--- config.mk ---
export PLATFORM = sky130hd
export DESIGN_NAME = octant_coil_drive
export DESIGN_NICKNAME = d
export VERILOG_FILES = /design/src/rtl/ocd_pkg.sv /design/src/rtl/ocd_angle_hold.sv /design/src/rtl/ocd_octant_map.sv /design/src/rtl/ocd_tan_rom.sv /design/src/rtl/ocd_drive_reg.sv /design/src/rtl/octant_coil_drive.sv
export SDC_FILE = /design/constraint.sdc
export NUM_CORES = 1
export LEC_CHECK = 0
export ABC_AREA = 1
export BUFFER_PORTS_ARGS = -buffer_cell sky130_fd_sc_hd__buf_2
export CORE_MARGIN = 8
export CORE_UTILIZATION = 50
export CTS_BUF_LIST = sky130_fd_sc_hd__clkbuf_4 sky130_fd_sc_hd__clkbuf_8
export DETAILED_ROUTE_END_ITERATION = 7
export MAX_ROUTING_LAYER = met4
export PLACE_DENSITY = 0.7
export SLEW_MARGIN = 10
export SYNTH_ARGS = -nofsm -noshare
export SYNTH_HDL_FRONTEND = slang
export SYNTH_HIERARCHICAL = 1
export SYNTH_SLANG_ARGS = --single-unit
--- constraint.sdc ---
create_clock -name clk -period 6.9 [get_ports clk]
set_input_delay 0.69 -clock clk [delete_from_list [all_inputs] [get_ports clk]]
set_output_delay 0.69 -clock clk [all_outputs]
set_load 0.005 [all_outputs]
--- src/rtl/ocd_pkg.sv ---
package ocd_pkg;

  // Octant count is fixed by the geometry: eight 45 degree sectors.
  localparam int OCT_W = 3;
  localparam real PI_R = 3.141592653589793;

  // Decoded per-octant plan.
  typedef struct packed {
    logic sin_pinned;  // sine coil held at full scale
    logic ramp_up;     // ramp magnitude grows with the fraction
    logic sin_neg;     // sine code negated
    logic cos_neg;     // cosine code negated
  } oct_plan_t;

  // Rounded full*tan(idx*pi/(4*steps)).
  function automatic int tan_code(input int idx, input int steps, input int full);
    real r;
    r = real'(full) * $tan(real'(idx) * PI_R / (4.0 * real'(steps)));
    return $rtoi(r + 0.5);
  endfunction

endpackage

--- src/rtl/ocd_angle_hold.sv ---
module ocd_angle_hold #(
  parameter int ANG_W = 10
) (
  input  logic             clk,
  input  logic             rst,
  input  logic             load,
  input  logic [ANG_W-1:0] ang_in,
  output logic [ANG_W-1:0] ang_eff
);

  logic [ANG_W-1:0] ang_q;

  always_ff @(posedge clk) begin
    if (rst) begin
      ang_q <= '0;
    end else if (load) begin
      ang_q <= ang_in;
    end
  end

  // The fresh angle is used in the cycle of the strobe, so output latency is one edge.
  assign ang_eff = load ? ang_in : ang_q;

  // without a strobe the held angle does not move.
  a_r8_hold_stable: assert property (@(posedge clk) disable iff (rst)
    !load |=> $stable(ang_q));

endmodule

--- src/rtl/ocd_octant_map.sv ---
module ocd_octant_map
  import ocd_pkg::*;
#(
  parameter int FRAC_W = 7
) (
  input  logic [OCT_W-1:0]  octant,
  input  logic [FRAC_W-1:0] frac,
  output oct_plan_t         plan,
  output logic [FRAC_W:0]   rom_addr
);

  localparam logic [FRAC_W:0] SPAN = {1'b1, {FRAC_W{1'b0}}};

  always_comb begin
    plan.sin_pinned = octant[0] ^ octant[1];
    plan.ramp_up    = ~octant[0];
    plan.sin_neg    = octant[2];
    plan.cos_neg    = octant[2] ^ octant[1];
    if (plan.ramp_up) begin
      rom_addr = {1'b0, frac};
    end else begin
      rom_addr = SPAN - {1'b0, frac};
    end
  end

endmodule

--- src/rtl/ocd_tan_rom.sv ---
module ocd_tan_rom
  import ocd_pkg::*;
#(
  parameter int FRAC_W = 7,
  parameter int MAG_W  = 9
) (
  input  logic [FRAC_W:0]  addr,
  output logic [MAG_W-1:0] mag
);

  localparam int STEPS = 2 ** FRAC_W;
  localparam int DEPTH = STEPS + 1;
  localparam int FULL  = 2 ** MAG_W - 1;

  logic [MAG_W-1:0] rom [DEPTH];

  initial begin
    for (int i = 0; i < DEPTH; i++) begin
      rom[i] = MAG_W'(tan_code(i, STEPS, FULL));
    end
  end

  // Asynchronous read keeps the angle-to-code path inside one register stage.
  assign mag = rom[addr];

endmodule

--- src/rtl/ocd_drive_reg.sv ---
module ocd_drive_reg
  import ocd_pkg::*;
#(
  parameter int OUT_W = 10
) (
  input  logic             clk,
  input  logic             rst,
  input  logic             en,
  input  oct_plan_t        plan,
  input  logic [OUT_W-2:0] ramp_mag,
  output logic [OUT_W-1:0] sin_q,
  output logic [OUT_W-1:0] cos_q
);

  localparam logic [OUT_W-1:0] FULL_P = {1'b0, {(OUT_W-1){1'b1}}};
  localparam logic [OUT_W-1:0] FULL_N = {1'b1, {(OUT_W-2){1'b0}}, 1'b1};
  localparam logic [OUT_W-1:0] MIN_V  = {1'b1, {(OUT_W-1){1'b0}}};

  logic [OUT_W-1:0] ramp_ext, sin_mag, cos_mag, sin_nxt, cos_nxt;

  always_comb begin
    ramp_ext = {1'b0, ramp_mag};
    sin_mag  = plan.sin_pinned ? FULL_P : ramp_ext;
    cos_mag  = plan.sin_pinned ? ramp_ext : FULL_P;
    sin_nxt  = plan.sin_neg ? (~sin_mag + OUT_W'(1)) : sin_mag;
    cos_nxt  = plan.cos_neg ? (~cos_mag + OUT_W'(1)) : cos_mag;
  end

  always_ff @(posedge clk) begin
    if (rst || !en) begin
      sin_q <= '0;
      cos_q <= '0;
    end else begin
      sin_q <= sin_nxt;
      cos_q <= cos_nxt;
    end
  end

  // reset clears both codes.
  a_r1_reset_zero: assert property (@(posedge clk)
    rst |=> (sin_q == '0 && cos_q == '0));

  // a disabled edge forces zero.
  a_r9_disable_zero: assert property (@(posedge clk) disable iff (rst)
    !en |=> (sin_q == '0 && cos_q == '0));

  // while enabled, at least one coil sits at full scale.
  a_r3_one_full: assert property (@(posedge clk) disable iff (rst)
    en |=> (sin_q == FULL_P || sin_q == FULL_N || cos_q == FULL_P || cos_q == FULL_N));

  // the most negative code never appears.
  a_r10_no_min: assert property (@(posedge clk) disable iff (rst)
    (sin_q != MIN_V) && (cos_q != MIN_V));

endmodule

--- src/rtl/octant_coil_drive.sv ---
module octant_coil_drive
  import ocd_pkg::*;
#(
  parameter int FRAC_W = 7,
  parameter int OUT_W  = 10
) (
  input  logic                           clk,
  input  logic                           rst,
  input  logic                           angle_vld,
  input  logic [OCT_W+FRAC_W-1:0]        angle_in,
  input  logic                           drive_en,
  output logic signed [OUT_W-1:0]        sin_code,
  output logic signed [OUT_W-1:0]        cos_code
);

  localparam int ANG_W = OCT_W + FRAC_W;
  localparam int MAG_W = OUT_W - 1;
  localparam logic [FRAC_W:0] SPAN = {1'b1, {FRAC_W{1'b0}}};

  logic [ANG_W-1:0] ang_eff;
  oct_plan_t        plan;
  logic [FRAC_W:0]  rom_addr;
  logic [MAG_W-1:0] ramp_mag;
  logic [OUT_W-1:0] sin_q, cos_q;

  ocd_angle_hold #(.ANG_W(ANG_W)) u_hold (
    .clk    (clk),
    .rst    (rst),
    .load   (angle_vld),
    .ang_in (angle_in),
    .ang_eff(ang_eff)
  );

  ocd_octant_map #(.FRAC_W(FRAC_W)) u_map (
    .octant  (ang_eff[ANG_W-1 -: OCT_W]),
    .frac    (ang_eff[FRAC_W-1:0]),
    .plan    (plan),
    .rom_addr(rom_addr)
  );

  ocd_tan_rom #(.FRAC_W(FRAC_W), .MAG_W(MAG_W)) u_rom (
    .addr(rom_addr),
    .mag (ramp_mag)
  );

  ocd_drive_reg #(.OUT_W(OUT_W)) u_drive (
    .clk     (clk),
    .rst     (rst),
    .en      (drive_en),
    .plan    (plan),
    .ramp_mag(ramp_mag),
    .sin_q   (sin_q),
    .cos_q   (cos_q)
  );

  assign sin_code = sin_q;
  assign cos_code = cos_q;

  // the ramp index never runs past the 45 degree point.
  a_r4_addr_bound: assert property (@(posedge clk) disable iff (rst)
    rom_addr <= SPAN);

  // with enable steady and no strobe, the codes hold.
  a_r8_codes_hold: assert property (@(posedge clk) disable iff (rst)
    (drive_en && !angle_vld && $past(drive_en) && !$past(rst))
      |=> ($stable(sin_code) && $stable(cos_code)));

endmodule

==> flow_summary_export.csv <==
group,metric,value,unit
worst_setup_path,cpPeakStageDelay,0.39,ns
final_layout,area_growth,6.45,%
sta,setup_viol,0,
pwr,p_per_area,240,nW/um^2
clock_network,cts-root-buf,"clkbuf_8",
floorplanning,die_area,9120,um^2
routing,drt_first_iter_violations,246,
final_layout,nets,603,
routing,wl_per_cell,13.2,um
worst_setup_path,cp_num_buf_inv,7,
final_layout,register_area,601,um^2
routing,m1WireLength,3890,um
placement,io_buffers,33,
sta,fin_worst_skew,0.00924,ns
logic_synthesis,synth_commonest_cells,"167 x nand2_1, 73 x inv_1, 64 x nor2_1, 45 x nand3_1, 32 x a21oi_1",
worst_setup_path,cp.required,7.12,ns
worst_setup_path,crit_fanout,11,
logic_synthesis,synthArstFlopShare,0,
routing,drtAntennaViolNets,0,
logic_synthesis,synth_top_flop_cell,"dfxtp_1",
worst_setup_path,startpoint_type,"input pin",
global_routing,grt_first_pass_wirelength,14100,um
logic_synthesis,synth_edf_count,0,
pwr,leakage,1.89,nW
clock_network,tritoncts,"built",
placement,place.gp.congestion,0.970,
sta,final.setup.tns,0,ns
floorplanning,core,6240,um^2
sta,worst_slack,2.38,ns
routing,wl_met2,4030,um
worst_setup_path,cp_common_cell,"nand2_1",
floorplanning,io-pin-count,34,
final_layout,num_antenna_cells,0,
logic_synthesis,synth_top_area_share,0.198,
run,cap_violations,0,
routing,vias,3422,
logic_synthesis,synthDistinctLibCells,36,
placement,dp_hpwl,6480,um
routing,dr_wl_met3,529,um
routing,dr.pass1.iters,5,
logic_synthesis,yosysTopAreaCell,"nand2_1",
clock_network,htreeDepth,2,
sta,grt_setup_unrepaired,"false",
logic_synthesis,synthCells,549,
sta,slew_headroom,0.296,
global_routing,first_global_vias,3170,
logic_synthesis,ys.warnings.count,6,
worst_setup_path,r2r_slack,2.79,ns
global_routing,grt_max_degree,31,
clock_network,post_cts_buffers,0,
sta,max_freq,221,MHz
placement,pre_cts_slack,2.18,ns
clock_network,cts_buffers,5,
routing,highest_layer,"met4",
floorplanning,die_h,95.5,um
worst_setup_path,worstSetupEndpointType,"flop",
clock_network,cts.repair.resized,0,
sta,tightest_slew,1.05,ns
logic_synthesis,synth_area,3160,um^2
global_routing,grt_use_total,0.196,
routing,wl,8570,um
final_layout,drive_gt1_frac,0.142,
sta,hold_violations,0,
worst_hold_path,worstHoldPathType,"reg -> reg",
routing,drc,0,
logic_synthesis,synth-seq-area-share,0.190,
outcome,status,"finished, final reports clean",
clock_network,cts.hold.buffers_added,0,
clock_network,worstSkewPairLatency,0.28,ns
clock_network,clock-sinks,30,
logic_synthesis,synth_most_common_cell,"nand2_1",
worst_setup_path,critPathArrivalTime,4.74,ns
pwr,vdd_ir_drop_max,0.121,mV
logic_synthesis,synth.avg_cell_area,5.76,um^2
worst_setup_path,critPathTopFamily,"simple AND/OR/NAND/NOR gates",
floorplanning,start_util,0.507,
logic_synthesis,synth_area_leaders,"nand2_1 20%, dfxtp_1 19%, inv_1 8.7%",
global_routing,antenna_found_initial,0,
global_routing,grt_overflow,0,
worst_setup_path,critPathKind,"in -> reg",
floorplanning,rows,29,
logic_synthesis,synth_seq_cells,30,
sta,finalCritPeriodShare,0.654,
final_layout,utilization,0.539,
routing,viasPerCell,5.29,
clock_network,clockBufferDepth,2,
sta,drv_slew,0,
final_layout,multi_input_area,2060,um^2
final_layout,num-fill-cells,673,
worst_setup_path,cpMaxStageDelayCell,"ha_1",
sta,min_period,4.52,ns
logic_synthesis,syn-num-nets,583,
clock_network,path_clk_slew,0.07,ns
floorplanning,chipWidth,95.5,um
-- cell usage in the layout (no fill, tap or decap), drive strengths merged, types with 6 or more instances in the layout --
cell / n
a21oi: 32
o21ai: 30
ha: 20
buf: 37
nand2: 181
inv: 83
dfxtp: 30
nor3: 6
nand3: 48
nor2: 72
clkbuf: 6
-- report_power, final --
| group | switching [W] | internal [W] | leakage (nW) |
|---|---|---|---|
| Combinational | 0.000318 | 0.000145 | 1.60 |
| Sequential | 0.00000353 | 0.000190 | 0.248 |
| Clock | 0.0000688 | 0.0000801 | 0.0472 |
-- layer usage --
layer,vias to the layer above,global-route usage
li1,1757,-
met1,1535,0.235
met2,120,0.317
met3,10,0.0378
met4,0,0.0691
met5,-,-
-- per-stage QoR --
step / hold WS, ns / total power, W / std cells / instance area (um^2)
finish: 0.528 / 0.000806 / 647 / 3370
CTS: 0.531 / 0.000805 / 647 / 3370
global route: 0.561 / 0.000878 / 647 / 3370
floorplan: 0.492 / 0.000568 / 549 / 3160
detailed placement: 0.517 / 0.000654 / 639 / 3270
global placement: 0.513 / 0.000655 / 639 / 3270
-- path summary, 6_finish.rpt --
| check | to | cells after the start | startpoint |
|---|---|---|---|
| worst max-delay path | u_drive/sin_q[8] | 30 | angle_vld |
| worst min-delay path | u_hold/ang_q[2] | 4 | u_hold/ang_q[2] |
| worst max register to register | u_drive/sin_q[8] | 29 | u_hold/ang_q[0] |
| worst min register to register | u_hold/ang_q[2] | 4 | u_hold/ang_q[2] |
-- cell type report --
| class | count | area share |
|---|---|---|
| clock buffer | 6 | 0.0245 |
| timing repair buffer | 37 | 0.0580 |
| multi-input combinational | 412 | 0.613 |
| sequential | 30 | 0.178 |
| inverter | 83 | 0.0941 |
| tap | 77 | 0.0286 |
| clock inverter | 2 | 0.00372 |
-- registers in the layout, summed over array words and instances (netlist names) --
register / flops
u_drive/cos_q: 10
u_drive/sin_q: 10
u_hold/ang_q: 10
-- tightest hold or removal path: cells and delay by family (launching register included) --
kind,cells,cell delay (ns)
buf+inv,1,0.04
simple gates,3,0.15
flops,1,0.30
-- cell families (layout without fill, tap and decap cells) --
family,after synthesis,after routing,share of synthesized area
simple gates,313,313,0.433
buf+inv,107,128,0.158
compound gates,76,76,0.132
flops,30,30,0.190
fa+ha+maj,20,20,0.0791
xor+xnor,3,3,0.00831
No activity file was read; power rests on OpenSTA's default activity.
